**src/rtl/sdram_trk_pkg.sv**
```systemverilog
package sdram_trk_pkg;

  typedef enum logic [2:0] {
    C_MRS = 3'b000,
    C_REF = 3'b001,
    C_PRE = 3'b010,
    C_ACT = 3'b011,
    C_WR  = 3'b100,
    C_RD  = 3'b101,
    C_RSV = 3'b110,
    C_NOP = 3'b111
  } cmd_code_e;

  localparam logic [2:0] BL_FIELD_4 = 3'b010;
  localparam logic [2:0] BL_FIELD_8 = 3'b011;

  // deselected parts see a no-operation
  function automatic cmd_code_e decode_cmd(input logic sel_n, input logic [2:0] pins);
    if (sel_n) return C_NOP;
    return cmd_code_e'(pins);
  endfunction

  // clock cycles a burst occupies
  function automatic logic [3:0] burst_beats(input logic long_burst);
    return long_burst ? 4'd8 : 4'd4;
  endfunction

endpackage

```
**src/rtl/sdram_cmd_decode.sv**
```systemverilog
module sdram_cmd_decode
  import sdram_trk_pkg::*;
#(
  parameter int BA_W  = 3,
  parameter int COL_W = 10
) (
  input  logic             clk,
  input  logic             rst_n,
  input  logic             cke,
  input  logic             cs_n,
  input  logic [2:0]       pins,
  input  logic [BA_W-1:0]  ba,
  input  logic [COL_W-1:0] col_in,
  input  logic             ap_in,
  output logic             ev_act,
  output logic             ev_rd,
  output logic             ev_wr,
  output logic             ev_pre,
  output logic             ev_mrs,
  output logic             ev_ref,
  output logic             act_q,
  output logic             rd_q,
  output logic             wr_q,
  output logic             pre_q,
  output logic             mrs_q,
  output logic             ref_q,
  output logic [BA_W-1:0]  bank_q,
  output logic [COL_W-1:0] col_q,
  output logic             ap_q,
  output logic             bl8_q
);

  cmd_code_e code;
  logic      bl_sel;

  always_comb begin
    code   = decode_cmd(cs_n, pins);
    ev_act = cke && (code == C_ACT);
    ev_rd  = cke && (code == C_RD);
    ev_wr  = cke && (code == C_WR);
    ev_pre = cke && (code == C_PRE);
    ev_mrs = cke && (code == C_MRS);
    ev_ref = cke && (code == C_REF);
    bl_sel = ev_mrs && (ba == '0);
  end

  always_ff @(posedge clk or negedge rst_n) begin
    if (!rst_n) begin
      {act_q, rd_q, wr_q, pre_q, mrs_q, ref_q} <= '0;
      bank_q <= '0;
      col_q  <= '0;
      ap_q   <= 1'b0;
      bl8_q  <= 1'b0;
    end else begin
      {act_q, rd_q, wr_q, pre_q, mrs_q, ref_q} <= {ev_act, ev_rd, ev_wr, ev_pre, ev_mrs, ev_ref};
      if (ev_act || ev_rd || ev_wr || ev_pre || ev_mrs || ev_ref) begin
        bank_q <= ba;
        col_q  <= col_in;
        ap_q   <= ap_in;
      end
      if (bl_sel && col_in[2:0] == BL_FIELD_4) bl8_q <= 1'b0;
      else if (bl_sel && col_in[2:0] == BL_FIELD_8) bl8_q <= 1'b1;
    end
  end

  p_one_strobe_r2: assert property (@(posedge clk) disable iff (!rst_n)
    $onehot0({act_q, rd_q, wr_q, pre_q, mrs_q, ref_q}));
  p_cs_mask_r3: assert property (@(posedge clk) disable iff (!rst_n)
    cs_n |=> !(act_q || rd_q || wr_q || pre_q || mrs_q || ref_q));
  p_cke_gate_r10: assert property (@(posedge clk) disable iff (!rst_n)
    !cke |=> !(act_q || rd_q || wr_q || pre_q || mrs_q || ref_q));
  p_bl_hold_r7: assert property (@(posedge clk) disable iff (!rst_n)
    !ev_mrs |=> $stable(bl8_q));

endmodule

```
**src/rtl/sdram_bank_slot.sv**
```systemverilog
module sdram_bank_slot #(
  parameter int ROW_W = 14,
  parameter int CNT_W = 4
) (
  input  logic             clk,
  input  logic             rst_n,
  input  logic             hit,
  input  logic             ev_act,
  input  logic             ev_rdwr,
  input  logic             ap_req,
  input  logic             ev_pre,
  input  logic             pre_all,
  input  logic [ROW_W-1:0] row_in,
  input  logic [CNT_W-1:0] beats,
  output logic             open_q,
  output logic [ROW_W-1:0] row_q,
  output logic             miss_ev,
  output logic             reopen_ev
);

  logic [CNT_W-1:0] ap_cnt;
  logic do_act, ap_load, ap_close, close_pre;

  always_comb begin
    do_act    = hit && ev_act && !open_q;
    reopen_ev = hit && ev_act && open_q;
    miss_ev   = hit && ev_rdwr && !open_q;
    ap_load   = hit && ev_rdwr && open_q && ap_req;
    close_pre = ev_pre && (pre_all || hit);
    ap_close  = (ap_cnt == CNT_W'(1));
  end

  always_ff @(posedge clk or negedge rst_n) begin
    if (!rst_n) begin
      open_q <= 1'b0;
      row_q  <= '0;
      ap_cnt <= '0;
    end else begin
      if (close_pre) open_q <= 1'b0;
      else if (do_act) open_q <= 1'b1;
      else if (ap_close && !ap_load) open_q <= 1'b0;

      if (do_act) row_q <= row_in;

      if (close_pre) ap_cnt <= '0;
      else if (ap_load) ap_cnt <= beats;
      else if (ap_cnt != '0) ap_cnt <= ap_cnt - CNT_W'(1);
    end
  end

  p_act_opens_r4: assert property (@(posedge clk) disable iff (!rst_n)
    do_act |=> open_q && row_q == $past(row_in));
  p_pre_closes_r6: assert property (@(posedge clk) disable iff (!rst_n)
    close_pre |=> !open_q);
  p_ap_close_r8: assert property (@(posedge clk) disable iff (!rst_n)
    (ap_close && !ap_load && !do_act) |=> !open_q);
  p_reopen_row_r9: assert property (@(posedge clk) disable iff (!rst_n)
    reopen_ev |=> $stable(row_q) && open_q);

endmodule

```
**src/rtl/sdram_pd_watch.sv**
```systemverilog
module sdram_pd_watch #(
  parameter int CNT_W = 4
) (
  input  logic             clk,
  input  logic             rst_n,
  input  logic             cke,
  input  logic             ev_rdwr,
  input  logic [CNT_W-1:0] beats,
  input  logic             any_open,
  output logic             pd_pre_q,
  output logic             pd_act_q,
  output logic             cke_err_ev
);

  logic [CNT_W-1:0] burst_cnt;
  logic             cke_prev;
  logic             entry;

  always_comb begin
    entry      = cke_prev && !cke;
    cke_err_ev = !cke && (burst_cnt != '0);
  end

  always_ff @(posedge clk or negedge rst_n) begin
    if (!rst_n) begin
      burst_cnt <= '0;
      cke_prev  <= 1'b1;
      pd_pre_q  <= 1'b0;
      pd_act_q  <= 1'b0;
    end else begin
      cke_prev <= cke;
      if (ev_rdwr) burst_cnt <= beats - CNT_W'(1);
      else if (burst_cnt != '0) burst_cnt <= burst_cnt - CNT_W'(1);
      if (cke) begin
        pd_pre_q <= 1'b0;
        pd_act_q <= 1'b0;
      end else if (entry) begin
        pd_act_q <= any_open;
        pd_pre_q <= !any_open;
      end
    end
  end

  p_pd_excl_r10: assert property (@(posedge clk) disable iff (!rst_n)
    !(pd_pre_q && pd_act_q));
  p_pd_exit_r10: assert property (@(posedge clk) disable iff (!rst_n)
    cke |=> !pd_pre_q && !pd_act_q);
  p_pd_kind_r10: assert property (@(posedge clk) disable iff (!rst_n)
    (entry && any_open) |=> pd_act_q);

endmodule

```
**src/rtl/sdram_cmd_tracker.sv**
```systemverilog
module sdram_cmd_tracker
  import sdram_trk_pkg::*;
#(
  parameter int NBANK  = 8,
  parameter int ADDR_W = 14,
  parameter int COL_W  = 10,
  parameter int AP_BIT = 10,
  localparam int BA_W  = $clog2(NBANK)
) (
  input  logic                    clk,
  input  logic                    rst_n,
  input  logic                    cke,
  input  logic                    cs_n,
  input  logic                    ras_n,
  input  logic                    cas_n,
  input  logic                    we_n,
  input  logic [BA_W-1:0]         ba,
  input  logic [ADDR_W-1:0]       addr,
  output logic                    act_o,
  output logic                    rd_o,
  output logic                    wr_o,
  output logic                    pre_o,
  output logic                    mrs_o,
  output logic                    ref_o,
  output logic [BA_W-1:0]         cmd_bank_o,
  output logic [COL_W-1:0]        col_o,
  output logic                    auto_pre_o,
  output logic                    bl8_o,
  output logic [NBANK-1:0]        bank_open_o,
  output logic [NBANK*ADDR_W-1:0] bank_row_o,
  output logic                    pd_pre_o,
  output logic                    pd_act_o,
  output logic                    err_closed_o,
  output logic                    err_reopen_o,
  output logic                    err_cke_o
);

  localparam int CNT_W = 4;

  logic ev_act, ev_rd, ev_wr, ev_pre, ev_mrs, ev_ref, ev_rdwr;
  logic [CNT_W-1:0] beats;
  logic [NBANK-1:0] miss_ev, reopen_ev;
  logic cke_err_ev;

  sdram_cmd_decode #(.BA_W(BA_W), .COL_W(COL_W)) u_dec (
    .clk(clk), .rst_n(rst_n), .cke(cke), .cs_n(cs_n),
    .pins({ras_n, cas_n, we_n}), .ba(ba),
    .col_in(addr[COL_W-1:0]), .ap_in(addr[AP_BIT]),
    .ev_act(ev_act), .ev_rd(ev_rd), .ev_wr(ev_wr), .ev_pre(ev_pre),
    .ev_mrs(ev_mrs), .ev_ref(ev_ref),
    .act_q(act_o), .rd_q(rd_o), .wr_q(wr_o), .pre_q(pre_o),
    .mrs_q(mrs_o), .ref_q(ref_o),
    .bank_q(cmd_bank_o), .col_q(col_o), .ap_q(auto_pre_o), .bl8_q(bl8_o)
  );

  always_comb begin
    ev_rdwr = ev_rd || ev_wr;
    beats   = burst_beats(bl8_o);
  end

  for (genvar b = 0; b < NBANK; b++) begin : g_bank
    sdram_bank_slot #(.ROW_W(ADDR_W), .CNT_W(CNT_W)) u_slot (
      .clk(clk), .rst_n(rst_n),
      .hit(ba == BA_W'(b)),
      .ev_act(ev_act), .ev_rdwr(ev_rdwr), .ap_req(addr[AP_BIT]),
      .ev_pre(ev_pre), .pre_all(addr[AP_BIT]),
      .row_in(addr), .beats(beats),
      .open_q(bank_open_o[b]),
      .row_q(bank_row_o[b*ADDR_W +: ADDR_W]),
      .miss_ev(miss_ev[b]), .reopen_ev(reopen_ev[b])
    );
  end

  sdram_pd_watch #(.CNT_W(CNT_W)) u_pd (
    .clk(clk), .rst_n(rst_n), .cke(cke), .ev_rdwr(ev_rdwr), .beats(beats),
    .any_open(|bank_open_o),
    .pd_pre_q(pd_pre_o), .pd_act_q(pd_act_o), .cke_err_ev(cke_err_ev)
  );

  always_ff @(posedge clk or negedge rst_n) begin
    if (!rst_n) begin
      err_closed_o <= 1'b0;
      err_reopen_o <= 1'b0;
      err_cke_o    <= 1'b0;
    end else begin
      if (|miss_ev)   err_closed_o <= 1'b1;
      if (|reopen_ev) err_reopen_o <= 1'b1;
      if (cke_err_ev) err_cke_o    <= 1'b1;
    end
  end

  p_pre_all_r6: assert property (@(posedge clk) disable iff (!rst_n)
    (ev_pre && addr[AP_BIT]) |=> (bank_open_o == '0));
  p_err_sticky_r9: assert property (@(posedge clk) disable iff (!rst_n)
    err_closed_o |=> err_closed_o);
  p_cke_sticky_r11: assert property (@(posedge clk) disable iff (!rst_n)
    err_cke_o |=> err_cke_o);
  p_cs_state_r3: assert property (@(posedge clk) disable iff (!rst_n)
    (cs_n && !(|bank_open_o)) |=> !(|bank_open_o));

endmodule

```
**config.mk**
```make
export PLATFORM = sky130hd
export DESIGN_NAME = sdram_cmd_tracker
export DESIGN_NICKNAME = d
export VERILOG_FILES = /design/src/rtl/sdram_trk_pkg.sv /design/src/rtl/sdram_cmd_decode.sv /design/src/rtl/sdram_bank_slot.sv /design/src/rtl/sdram_pd_watch.sv /design/src/rtl/sdram_cmd_tracker.sv
export SDC_FILE = /design/constraint.sdc
export NUM_CORES = 1
export LEC_CHECK = 0
export BUFFER_PORTS_ARGS = -buffer_cell sky130_fd_sc_hd__buf_2
export CORE_MARGIN = 2
export CORE_UTILIZATION = 50
export CTS_CLUSTER_DIAMETER = 200
export DETAILED_ROUTE_END_ITERATION = 12
export GPL_ROUTABILITY_DRIVEN = 1
export MAX_ROUTING_LAYER = met4
export PLACE_DENSITY_LB_ADDON = 0.08
export RECOVER_POWER = 25
export SLEW_MARGIN = 20
export SYNTH_ARGS = -nofsm -noshare
export SYNTH_HDL_FRONTEND = slang
export SYNTH_SLANG_ARGS = --single-unit
```
**constraint.sdc**
```tcl
create_clock -name clk -period 2.1 [get_ports clk]
set_input_delay 0.42 -clock clk [delete_from_list [all_inputs] [get_ports clk]]
set_output_delay 0.42 -clock clk [all_outputs]
set_load 0.02 [all_outputs]
```
==> results of run 1 <==
[cells in the final DEF, fill, tap and decap left out, drive strengths merged, types with 6 or more instances in the layout]
cell	instances
nand2b	7
ha	25
and2	6
dfrtp	182
a211oi	25
nand3b	8
clkbuf	25
buf	197
nor4	6
inv	39
a21oi	24
nor3	16
o21ai	6
mux2	124
nor2	41
xnor2	8
a31oi	8
or3	6
nand2	33
[cell usage after synthesis, drive strengths merged]
cell type	number	area share
mux2	124	0.17
nand3	3	0.0018
and3b	1	0.0011
nor3	16	0.0098
o21a	3	0.0028
nand3b	8	0.0092
a211oi	25	0.023
or3	6	0.0046
a211o	1	0.0011
inv	33	0.015
ha	25	0.038
and4b	1	0.0012
or4	5	0.0046
a21o	1	0.00092
xor2	3	0.0032
nor4bb	1	0.0012
nor2b	1	0.00077
a21oi	24	0.015
xnor2	8	0.0086
a22o	1	0.0011
dfrtp	182	0.56
nor2	41	0.021
o311a	1	0.0012
dfstp	1	0.0032
nand4b	1	0.0011
or3b	3	0.0032
nor4	6	0.0046
o21ai	6	0.0037
and4	3	0.0032
mux2i	5	0.0061
and2	6	0.0046
a31o	1	0.0011
clkbuf	9	0.0042
nand2b	7	0.0054
nor4b	2	0.0022
buf	26	0.019
nand4	5	0.0038
o211a	3	0.0037
nand4bb	2	0.0028
and3	1	0.00077
o21bai	1	0.00092
nand2	33	0.016
nor3b	3	0.0040
a31oi	8	0.0061
[path summary, 6_finish.rpt]
path / start / cells past startpoint / end / slack [ps]
hold reg to reg: g_bank[0].u_slot.row_q[9] / 1 / g_bank[0].u_slot.row_q[9] / 490
min in group asynchronous: rst_n / 2 / g_bank[1].u_slot.ap_cnt[1] / 690
setup / recovery: cke / 5 / u_dec.col_q[6] / 360
setup reg to reg: g_bank[6].u_slot.ap_cnt[0] / 5 / g_bank[6].u_slot.ap_cnt[1] / 370
max in group asynchronous: rst_n / 3 / g_bank[5].u_slot.row_q[9] / 400
hold / removal: cke / 1 / u_pd.cke_prev / 200
[routing by layer]
metal / global-route usage / vias up
met3: 0.07099 / 33
met5: - / -
li1: - / 2649
met2: 0.3959 / 146
met1: 0.3017 / 2862
met4: 0.08756 / 0
[cell type report]
type | instances | area, um^2
clock inverters | 12 | 107.6
clock buffers | 20 | 446.7
fillers | 1309 | 5929
inverters | 33 | 123.9
repair buffers | 203 | 1184
multi-input cells | 395 | 3243
well taps | 216 | 270.3
flip-flops and latches | 183 | 4581
[power breakdown]
group / leakage, nW / internal [mW] / switching, mW
Sequential: 2.41 / 4.21 / 0.544
Clock: 0.271 / 1.59 / 1.43
Combinational: 2.69 / 1.32 / 1.71
Total: 5.38 / 7.12 / 3.68
[worst max-delay path: stages]
cell                       delay (ps)
sky130_fd_sc_hd__clkbuf_1         160
sky130_fd_sc_hd__nand2b_1         160
sky130_fd_sc_hd__a21o_1           100
sky130_fd_sc_hd__clkbuf_1         780
sky130_fd_sc_hd__mux2_2           430
[state kept, by name (all words and copies together) (netlist names), 3 cells and up]
signal                flops
g_bank.u_slot.row_q     112
u_pd.burst_cnt            4
u_dec.bank_q              3
g_bank.u_slot.open_q      8
u_dec.col_q              10
g_bank.u_slot.ap_cnt     32
[kinds of logic after synthesis]
group                      synth area share
muxes                                0.1809
DFF                                  0.5628
adders and majority gates           0.03843
and+or+nand+nor                      0.1068
AOI/OAI and AO/OA                   0.06042
xor gates and xnor gates            0.01184
buffers and inverters               0.03874
[stage by stage]
step	total power, mW	setup slack [ps]
CTS	10.90	337.9
global placement	7.639	39.08
detailed placement	7.836	53.64
floorplan	6.881	288.3
finish	10.80	356.8
global route	11.47	178.7
==> flow_metrics.py, run 1 <==
metrics = {
    "run_status": {
        "status": "finished clean",
    },
    "synthesis": {
        "synth_cells": 646,
        "ys_seq_area_frac": 0.5628,
        "syn_area_um2": 8139,
        "syn_nets": 695,
        "ys_ff_latch": 183,
        "yosysWarnings": 0,
        "synth.lib_cells_used.distinct": 55,
        "synth_area_per_cell_um2": 12.60,
    },
    "cells_and_area": {
        "drive_above_1_share": 0.3357,
        "antennaDiodeCount": 0,
        "final_util": 0.6267,
        "finalNetCount": 882,
        "final_design_area_no_fill_um2": 9956,
        "syn2layout_area_growth_pct": 22.32,
        "layoutNonFillerInstCount": 1062,
    },
    "worst_setup_path": {
        "timing.critical_path.fanout_max": 15,
        "setup.worst_path.class": "in -> reg",
        "timing.critical_path.from_type": "primary input",
        "worst-endpoint-required_ps": 2410,
        "cp_data_arrival_time_ps": 2050,
        "setup.worst_path.end_class": "flop",
    },
    "pwr": {
        "power_density_nw_per_um2": 1085,
        "vdd_ir_drop_max_mv": 0.6896,
        "leakage_nw": 5.375,
    },
    "die": {
        "die_w_um": 131.6,
        "dieHeight_um": 131.6,
        "initial_utilization": 0.5124,
        "core-area_um2": 15890,
        "die_area_um2": 17310,
        "top_level_ports": 170,
        "rows": 46,
    },
    "timing": {
        "unrepaired_setup_endpoints_after_global_routing": "no",
        "finClkSkew_ps": 11.66,
        "hold-worst-slack_ps": 195.4,
        "layout_worst_path_cycle_share": 0.8301,
        "tightest_slew_ps": 1062,
        "max-slew-margin-rel": 0.2918,
        "finalSetupTns_ps": 0,
        "slew_viol_final": 0,
        "fmax_mhz": 573.7,
        "finalWorstPathRequiredPeriod_ps": 1743,
        "setup_viol_count_final": 0,
        "finalHoldViolations": 0,
    },
    "job": {
        "timing.max_cap.violations": 0,
    },
    "place": {
        "dp.final_hpwl_um": 13990,
        "placement.io_buffers": 169,
        "place.detailed.instances": 1029,
        "gp_congestion": 0.8593,
        "dpl-instance-area_um2": 9430,
    },
    "routing": {
        "wirelength_met1_um": 8658,
        "via_per_inst": 5.358,
        "route.detailed.drc": 0,
        "met2RoutedLength_um": 9844,
        "totalWireLength_um": 20190,
        "first_iter_violations": 280,
        "post_drt_wl_per_cell_um": 19.02,
        "dr_pass1_iterations": 4,
        "antenna_left": 0,
        "wl_met3_um": 1182,
        "via_count": 5690,
        "highest_layer": "met4",
    },
    "cts": {
        "cts_tree": "yes",
        "clockBufferDepth": 2,
        "ctsRootBufferMaster": "sky130_fd_sc_hd__clkbuf_16",
        "cts_made_buffers": 17,
        "cts-htree-levels": 4,
        "post-cts-setup-buffers": 0,
        "clock_insertion_delay_worst_skew_ps": 430,
        "tritoncts_sink_count": 183,
        "post_cts_resized": 0,
        "ctsHoldBuffers": 1,
        "clk_pin_slew_ps": 70,
    },
    "global_route": {
        "maximum_number_of_pins_on_one_net_before_global_route_repair": 57,
        "gr-usage-all-layers": 0.2475,
        "grt_pass1_vias": 6023,
        "antenna_found_initial": 0,
        "global_route_wire_length_before_repair_um": 32490,
        "global_route.overflow_total": 0,
    },
    "min_path": {
        "hold_class": "in -> reg",
    },
}
Power figures use the tool's default switching activity.
==> run 2: changes to the inputs <==
CORE_UTILIZATION = 49   (was 50)
clock period = 1.6 ns   (was 2.1 ns; I/O delays follow)
==> run 2 against run 1 <==
Effect of this change: the flow now finishes with violations (negative setup slack); non-clock buffer count up 34; routed wire length up 1.8%; global-route usage up 0.65 points; die area up 2.0%; sequential power up 31%; critical path depth down 2; final cell count up 3.5%; register-to-register slack worse by 370 ps; total power up 39%; largest cell class unchanged.
==> flow_metrics.py, run 2 (same netlist as run 1, synthesis figures left out) <==
metrics = {
    "run_status": {
        "status": "complete, but fails checks",
        "failed_checks": "negative setup slack",
    },
    "pwr": {
        "leakage_nw": 5.609,
        "finalPower_mw": 15.06,
        "power_density_nw_per_um2": 1455,
        "vdd_ir_drop_max_mv": 0.9105,
    },
    "die": {
        "die_w_um": 132.9,
        "initial_utilization": 0.4961,
        "core-area_um2": 16410,
        "dieHeight_um": 132.9,
        "top_level_ports": 170,
        "rows": 47,
        "die_area_um2": 17660,
    },
    "cells_and_area": {
        "register_bank_with_the_most_flops": "g_bank.u_slot.row_q",
        "syn2layout_area_growth_pct": 27.12,
        "drive_above_1_share": 0.3777,
        "layoutNonFillerInstCount": 1099,
        "largest_register_ff_count": 112,
        "layout.cells.most_common_list": "182 x sky130_fd_sc_hd__dfrtp_1, 167 x sky130_fd_sc_hd__buf_2, 77 x sky130_fd_sc_hd__mux2_1",
        "largestRegisters": "g_bank.u_slot.row_q: 112 flops, g_bank.u_slot.ap_cnt: 32 flops, u_dec.col_q: 10 flops",
        "antennaDiodeCount": 0,
        "finalNetCount": 916,
        "num-fill-cells": 1333,
        "final_common_cell": "sky130_fd_sc_hd__dfrtp_1",
    },
    "worst_setup_path": {
        "critical-path-top-delay-family": "simple AND/OR/NAND/NOR gates",
        "timing.critical_path.from_type": "flop",
        "timing.critical_path.fanout_max": 9,
        "cell_type_of_the_slowest_stage_on_the_worst_timing_path": "sky130_fd_sc_hd__or4_4",
        "setup.worst_path.class": "reg -> reg",
        "crit_path_cell_trace": "or4_4, buf_4, mux2_4",
        "crit-reg2reg-launch": "g_bank[5].u_slot.open_q",
        "setup.worst_path.end_class": "flop",
        "crit_start": "g_bank[5].u_slot.open_q",
        "cpPeakStageDelay_ps": 550,
        "worst-endpoint-required_ps": 1920,
        "cp_data_arrival_time_ps": 1920,
        "buffers_inverters_on_critical_path": 1,
    },
    "timing": {
        "final_critical_path_setup_slack_ps": -0.2927,
        "finalWorstPathRequiredPeriod_ps": 1600,
        "finalHoldViolations": 0,
        "setup_viol_count_final": 1,
        "layout_worst_path_cycle_share": 1.000,
        "max-slew-margin-rel": 0.5144,
        "slew_viol_final": 0,
        "fmax_mhz": 624.9,
        "unrepaired_setup_endpoints_after_global_routing": "yes",
        "tightest_slew_ps": 728.4,
        "finClkSkew_ps": 9.591,
    },
    "place": {
        "gp_congestion": 0.8259,
        "dp.final_hpwl_um": 14610,
        "place.detailed.instances": 1066,
        "placement.setup.worst_slack_ps": -395.0,
        "placement.io_buffers": 169,
    },
    "routing": {
        "post_drt_wl_per_cell_um": 18.71,
        "antenna_left": 0,
        "route.detailed.drc": 0,
        "totalWireLength_um": 20570,
        "via_per_inst": 5.319,
        "first_iter_violations": 202,
        "via_count": 5846,
        "dr_pass1_iterations": 4,
    },
    "min_path": {
        "hold_class": "in -> reg",
        "hold_start": "cke",
    },
    "global_route": {
        "global_route.overflow_total": 0,
        "global_route_wire_length_before_repair_um": 33600,
        "antenna_found_initial": 0,
        "maximum_number_of_pins_on_one_net_before_global_route_repair": 49,
        "gr-usage-all-layers": 0.2540,
        "grt_pass1_vias": 6285,
        "grt.met3_usage": 0.06398,
        "globalRouteMet2Util": 0.4053,
        "gr-max-usage-layer": "met2",
        "global_route.usage.met1": 0.3160,
    },
    "cts": {
        "clock_insertion_delay_worst_skew_ps": 430,
        "clockBufferDepth": 2,
        "ctsRootBufferMaster": "sky130_fd_sc_hd__clkbuf_16",
        "cts_tree": "yes",
        "tritoncts_sink_count": 183,
        "clk_pin_slew_ps": 70,
        "cts_made_buffers": 17,
        "cts-htree-levels": 4,
    },
    "job": {
        "timing.max_cap.violations": 0,
    },
}
==> run 2: power breakdown <==
group / total (mW) / switching (mW) / internal, mW
clock network: 4.54 / 1.88 / 2.66
registers: 6.22 / 0.696 / 5.52
logic: 4.30 / 2.34 / 1.96
total: 15.1 / 4.92 / 10.1
==> run 2: metrics by stage <==
stage	hold slack (ps)	cell area [um^2]	TNS (ps)	utilization
after CTS	141.2	10400	0	0.6337
after detailed placement	264.8	9734	-37930	0.5933
after floorplan	24.41	8199	-2988	-
final	182.0	10350	-0.2927	0.6306
after global placement	256.8	9734	-35700	0.5933
after global routing	191.6	10350	-157.8	0.6306
==> run 2: worst paths after layout <==
check,endpoint,slack (ps),cells past startpoint
hold reg to reg,err_cke_o,480,1
setup / recovery,g_bank[5].u_slot.row_q[8],-0.3,3
min in group asynchronous,g_bank[4].u_slot.row_q[6],360,2
setup reg to reg,g_bank[5].u_slot.row_q[8],-0.3,3
hold / removal,u_pd.cke_prev,180,2
max in group asynchronous,u_pd.burst_cnt[2],210,3
==> run 2: routing by layer <==
| metal | up-vias | wire length, um |
|---|---|---|
| li1 | 2715 | - |
| met1 | 2944 | 8975 |
| met2 | 151 | 10020 |
| met3 | 36 | 1168 |
| met4 | 0 | 401 |
| met5 | - | 0 |
==> run 2: cell type report <==
class | count | area (um^2) | share of cell area
Clock buffer | 17 | 425.4 | 0.04112
Tap cell | 220 | 275.3 | 0.02661
Clock inverter | 14 | 209.0 | 0.02020
Sequential cell | 183 | 4581 | 0.4427
Inverter | 33 | 123.9 | 0.01197
Multi-Input combinational cell | 395 | 3309 | 0.3199
Timing Repair Buffer | 237 | 1423 | 0.1375
==> run 2: what timing repair did <==
action,CTS,global route
hold buffers,1,0
endpoints found under the setup margin,15,21
setup buffers,0,1
gates resized for setup,4,6
endpoints found under the hold margin,30,0
==> run 3: changes to the inputs <==
ABC_AREA = 1   (was unset)
SKIP_CTS_REPAIR_TIMING = 1   (was unset)
SLEW_MARGIN = 25   (was 20)
==> run 3 against run 2 <==
Effect of this change: via count increased by 12%; final cell count increased by 21%; highest routed layer unchanged; core utilization decreased by 2.5 points; total power decreased by 1.0%; worst hold slack got worse by 89 ps; count of clock-buffer cells in the layout increased by 3; sequential share of layout area increased by 1.8 points; critical path depth decreased by 1; the run now ends clean; area after synthesis unchanged; global-route usage decreased by 0.23 points; first-iteration DRC count increased by 110%; synthesized cell count increased by 42%.
==> flow_metrics.py, run 3 <==
metrics = {
    "routing": {
        "route.detailed.drc": 0,
        "via_per_inst": 4.932,
        "antenna_left": 0,
        "via_count": 6559,
        "post_drt_wl_per_cell_um": 15.26,
        "dr_pass1_iterations": 5,
        "totalWireLength_um": 20290,
        "first_iter_violations": 420,
    },
    "cells_and_area": {
        "final_util": 0.6057,
        "final_design_area_no_fill_um2": 9938,
        "multiInputGateArea_um2": 2900,
        "final_common_cell": "sky130_fd_sc_hd__nand2_1",
        "area.sequential_um2": 4581,
        "syn2layout_area_growth_pct": 22.11,
        "layoutNonFillerInstCount": 1330,
        "register_bank_with_the_most_flops": "g_bank.u_slot.row_q",
        "num-fill-cells": 1495,
        "largestRegisters": "g_bank.u_slot.row_q: 112 flops, g_bank.u_slot.ap_cnt: 32 flops, u_dec.col_q: 10 flops",
        "finalNetCount": 1146,
        "antennaDiodeCount": 0,
        "largest_register_ff_count": 112,
        "layout.cells.most_common_list": "206 x sky130_fd_sc_hd__nand2_1, 182 x sky130_fd_sc_hd__dfrtp_1, 167 x sky130_fd_sc_hd__buf_2",
        "drive_above_1_share": 0.2180,
    },
    "synthesis": {
        "postSynth.topFlopCell": "sky130_fd_sc_hd__dfrtp_1",
        "ys_seq_area_frac": 0.5628,
        "synth_area_per_cell_um2": 8.895,
        "netlist_top_cells_area": "sky130_fd_sc_hd__dfrtp_1 56%, sky130_fd_sc_hd__nand2_1 9.5%, sky130_fd_sc_hd__o21ai_0 7.2%",
        "synth_cells": 915,
        "post-synth-top-area-cell": "sky130_fd_sc_hd__dfrtp_1",
        "synth_top_cells_by_count": "205 x sky130_fd_sc_hd__nand2_1, 182 x sky130_fd_sc_hd__dfrtp_1, 117 x sky130_fd_sc_hd__o21ai_0",
        "yosys_top_cell_area_share": 0.5596,
        "synth.lib_cells_used.distinct": 30,
        "synth-edff-count": 0,
        "syn_area_um2": 8139,
        "ys_ff_latch": 183,
        "syn_nets": 964,
        "asyncSetResetFlopFracSynth": 1.000,
        "yosysWarnings": 0,
        "most_frequent_cell_after_synthesis": "sky130_fd_sc_hd__nand2_1",
    },
    "die": {
        "initial_utilization": 0.4961,
        "top_level_ports": 170,
        "die_w_um": 132.9,
        "rows": 47,
        "core-area_um2": 16410,
        "dieHeight_um": 132.9,
        "die_area_um2": 17660,
    },
    "worst_setup_path": {
        "timing.critical_path.fanout_max": 19,
        "crit-reg2reg-launch": "g_bank[2].u_slot.ap_cnt[0]",
        "setup.worst_path.end_class": "output port",
        "crit_start": "u_dec.bl8_q",
        "cp_data_arrival_time_ps": 1220,
        "critPathCapture": "bl8_o",
        "setup.worst_path.class": "reg -> out",
        "reg2reg_to": "g_bank[2].u_slot.ap_cnt[2]",
        "worst-endpoint-required_ps": 1280,
        "timing.critical_path.from_type": "flop",
        "ff2ff_path_depth": 7,
        "reg2reg_setup_slack_ps": 310,
    },
    "place": {
        "placement.io_buffers": 169,
        "dp.final_hpwl_um": 14450,
        "dpl-instance-area_um2": 9444,
        "place.detailed.instances": 1297,
        "gp_congestion": 0.8461,
    },
    "timing": {
        "finalHoldViolations": 0,
        "finClkSkew_ps": 10.09,
        "fmax_mhz": 650.6,
        "finalWorstPathRequiredPeriod_ps": 1537,
        "unrepaired_setup_endpoints_after_global_routing": "no",
        "max-slew-margin-rel": 0.6186,
        "tightest_slew_ps": 572.2,
        "layout_worst_path_cycle_share": 0.9606,
        "setup_viol_count_final": 0,
        "slew_viol_final": 0,
    },
    "cts": {
        "clock_insertion_delay_worst_skew_ps": 430,
        "tritoncts_sink_count": 183,
        "cts-htree-levels": 4,
        "clk_pin_slew_ps": 60,
        "cts_tree": "yes",
        "clockBufferDepth": 2,
        "ctsRootBufferMaster": "sky130_fd_sc_hd__clkbuf_16",
        "cts_made_buffers": 17,
    },
    "run_status": {
        "status": "finished clean",
    },
    "global_route": {
        "global_route.usage.met1": 0.3539,
        "grt.met3_usage": 0.04943,
        "maximum_number_of_pins_on_one_net_before_global_route_repair": 45,
        "global_route_wire_length_before_repair_um": 33610,
        "grt_pass1_vias": 6316,
        "gr-usage-all-layers": 0.2516,
        "antenna_found_initial": 0,
        "gr-max-usage-layer": "met2",
        "global_route.overflow_total": 0,
        "globalRouteMet2Util": 0.3710,
    },
    "pwr": {
        "power_density_nw_per_um2": 1500,
        "leakage_nw": 5.535,
        "vdd_ir_drop_max_mv": 0.7583,
    },
    "min_path": {
        "hold_class": "in -> reg",
    },
    "job": {
        "timing.max_cap.violations": 0,
    },
}
-- run 3: cell count changes after synthesis, moves of 25 or more --
cell | before | now
sky130_fd_sc_hd__nand2_1 | 31 | 205
sky130_fd_sc_hd__o21ai_0 | 4 | 117
sky130_fd_sc_hd__inv_1 | 33 | 116
sky130_fd_sc_hd__mux2_1 | 81 | 0
sky130_fd_sc_hd__nand3_1 | 3 | 66
sky130_fd_sc_hd__mux2_2 | 36 | 0
sky130_fd_sc_hd__o21ai_1 | 2 | 28
sky130_fd_sc_hd__a211oi_1 | 25 | 0
-- run 3: per-stage QoR --
step	setup WS [ps]	hold WS (ps)	total power [mW]	TNS (ps)
after global routing	4.990	90.36	16.07	0
after floorplan	144.7	24.41	9.620	0
after global placement	-100.5	287.5	10.90	-7092
after CTS	29.33	-168.8	15.04	0
final	63.03	93.44	14.91	0
after detailed placement	-108.2	287.6	11.00	-7181
-- run 3: worst min-delay path by stage --
| stage | startpoint | end | slack [ps] | cells past startpoint |
|---|---|---|---|---|
| 2_1_floorplan | rst_n | err_cke_o | 20 | 0 |
| 4_1_cts | rst_n | u_pd.burst_cnt[0] | -170 | 1 |
| 6_report | we_n | u_dec.wr_q | 90 | 2 |
| 3_3_place_gp | rst_n | u_pd.burst_cnt[0] | 290 | 1 |
| 5_1_grt | we_n | u_dec.wr_q | 90 | 2 |
| 3_5_place_dp | rst_n | u_pd.burst_cnt[0] | 290 | 1 |
-- run 3: routing by layer --
metal | share of wire | up-vias
met1 | 0.48 | 3091
met3 | 0.046 | 23
met2 | 0.46 | 141
met5 | 0 | -
li1 | - | 3304
met4 | 0.018 | 0
-- run 3: critical path, cell delays in order, from the launching register on --
cell                      delay (ps)
sky130_fd_sc_hd__dfrtp_1         330
sky130_fd_sc_hd__buf_4           240
sky130_fd_sc_hd__buf_2           210
-- run 3: power by group --
group / total, mW / internal [mW] / switching (mW)
clock: 4.02 / 2.17 / 1.84
combinational: 4.67 / 1.73 / 2.94
sequential: 6.22 / 5.63 / 0.591
-- run 3: logic make-up after synthesis --
kind of cell | Yosys count | synth area share
flops | 183 | 0.5628
fa+ha+maj | 25 | 0.03843
xor+xnor | 16 | 0.01722
buf+inv | 156 | 0.08055
simple gates | 361 | 0.1905
compound gates | 174 | 0.1105
-- run 3: layout make-up --
class	count	area share
Clock buffer	20	0.04394
Tap cell	220	0.02770
Multi-Input combinational cell	576	0.2918
Timing Repair Buffer	203	0.1201
Sequential cell	183	0.4609
Clock inverter	12	0.01171
Inverter	116	0.04381
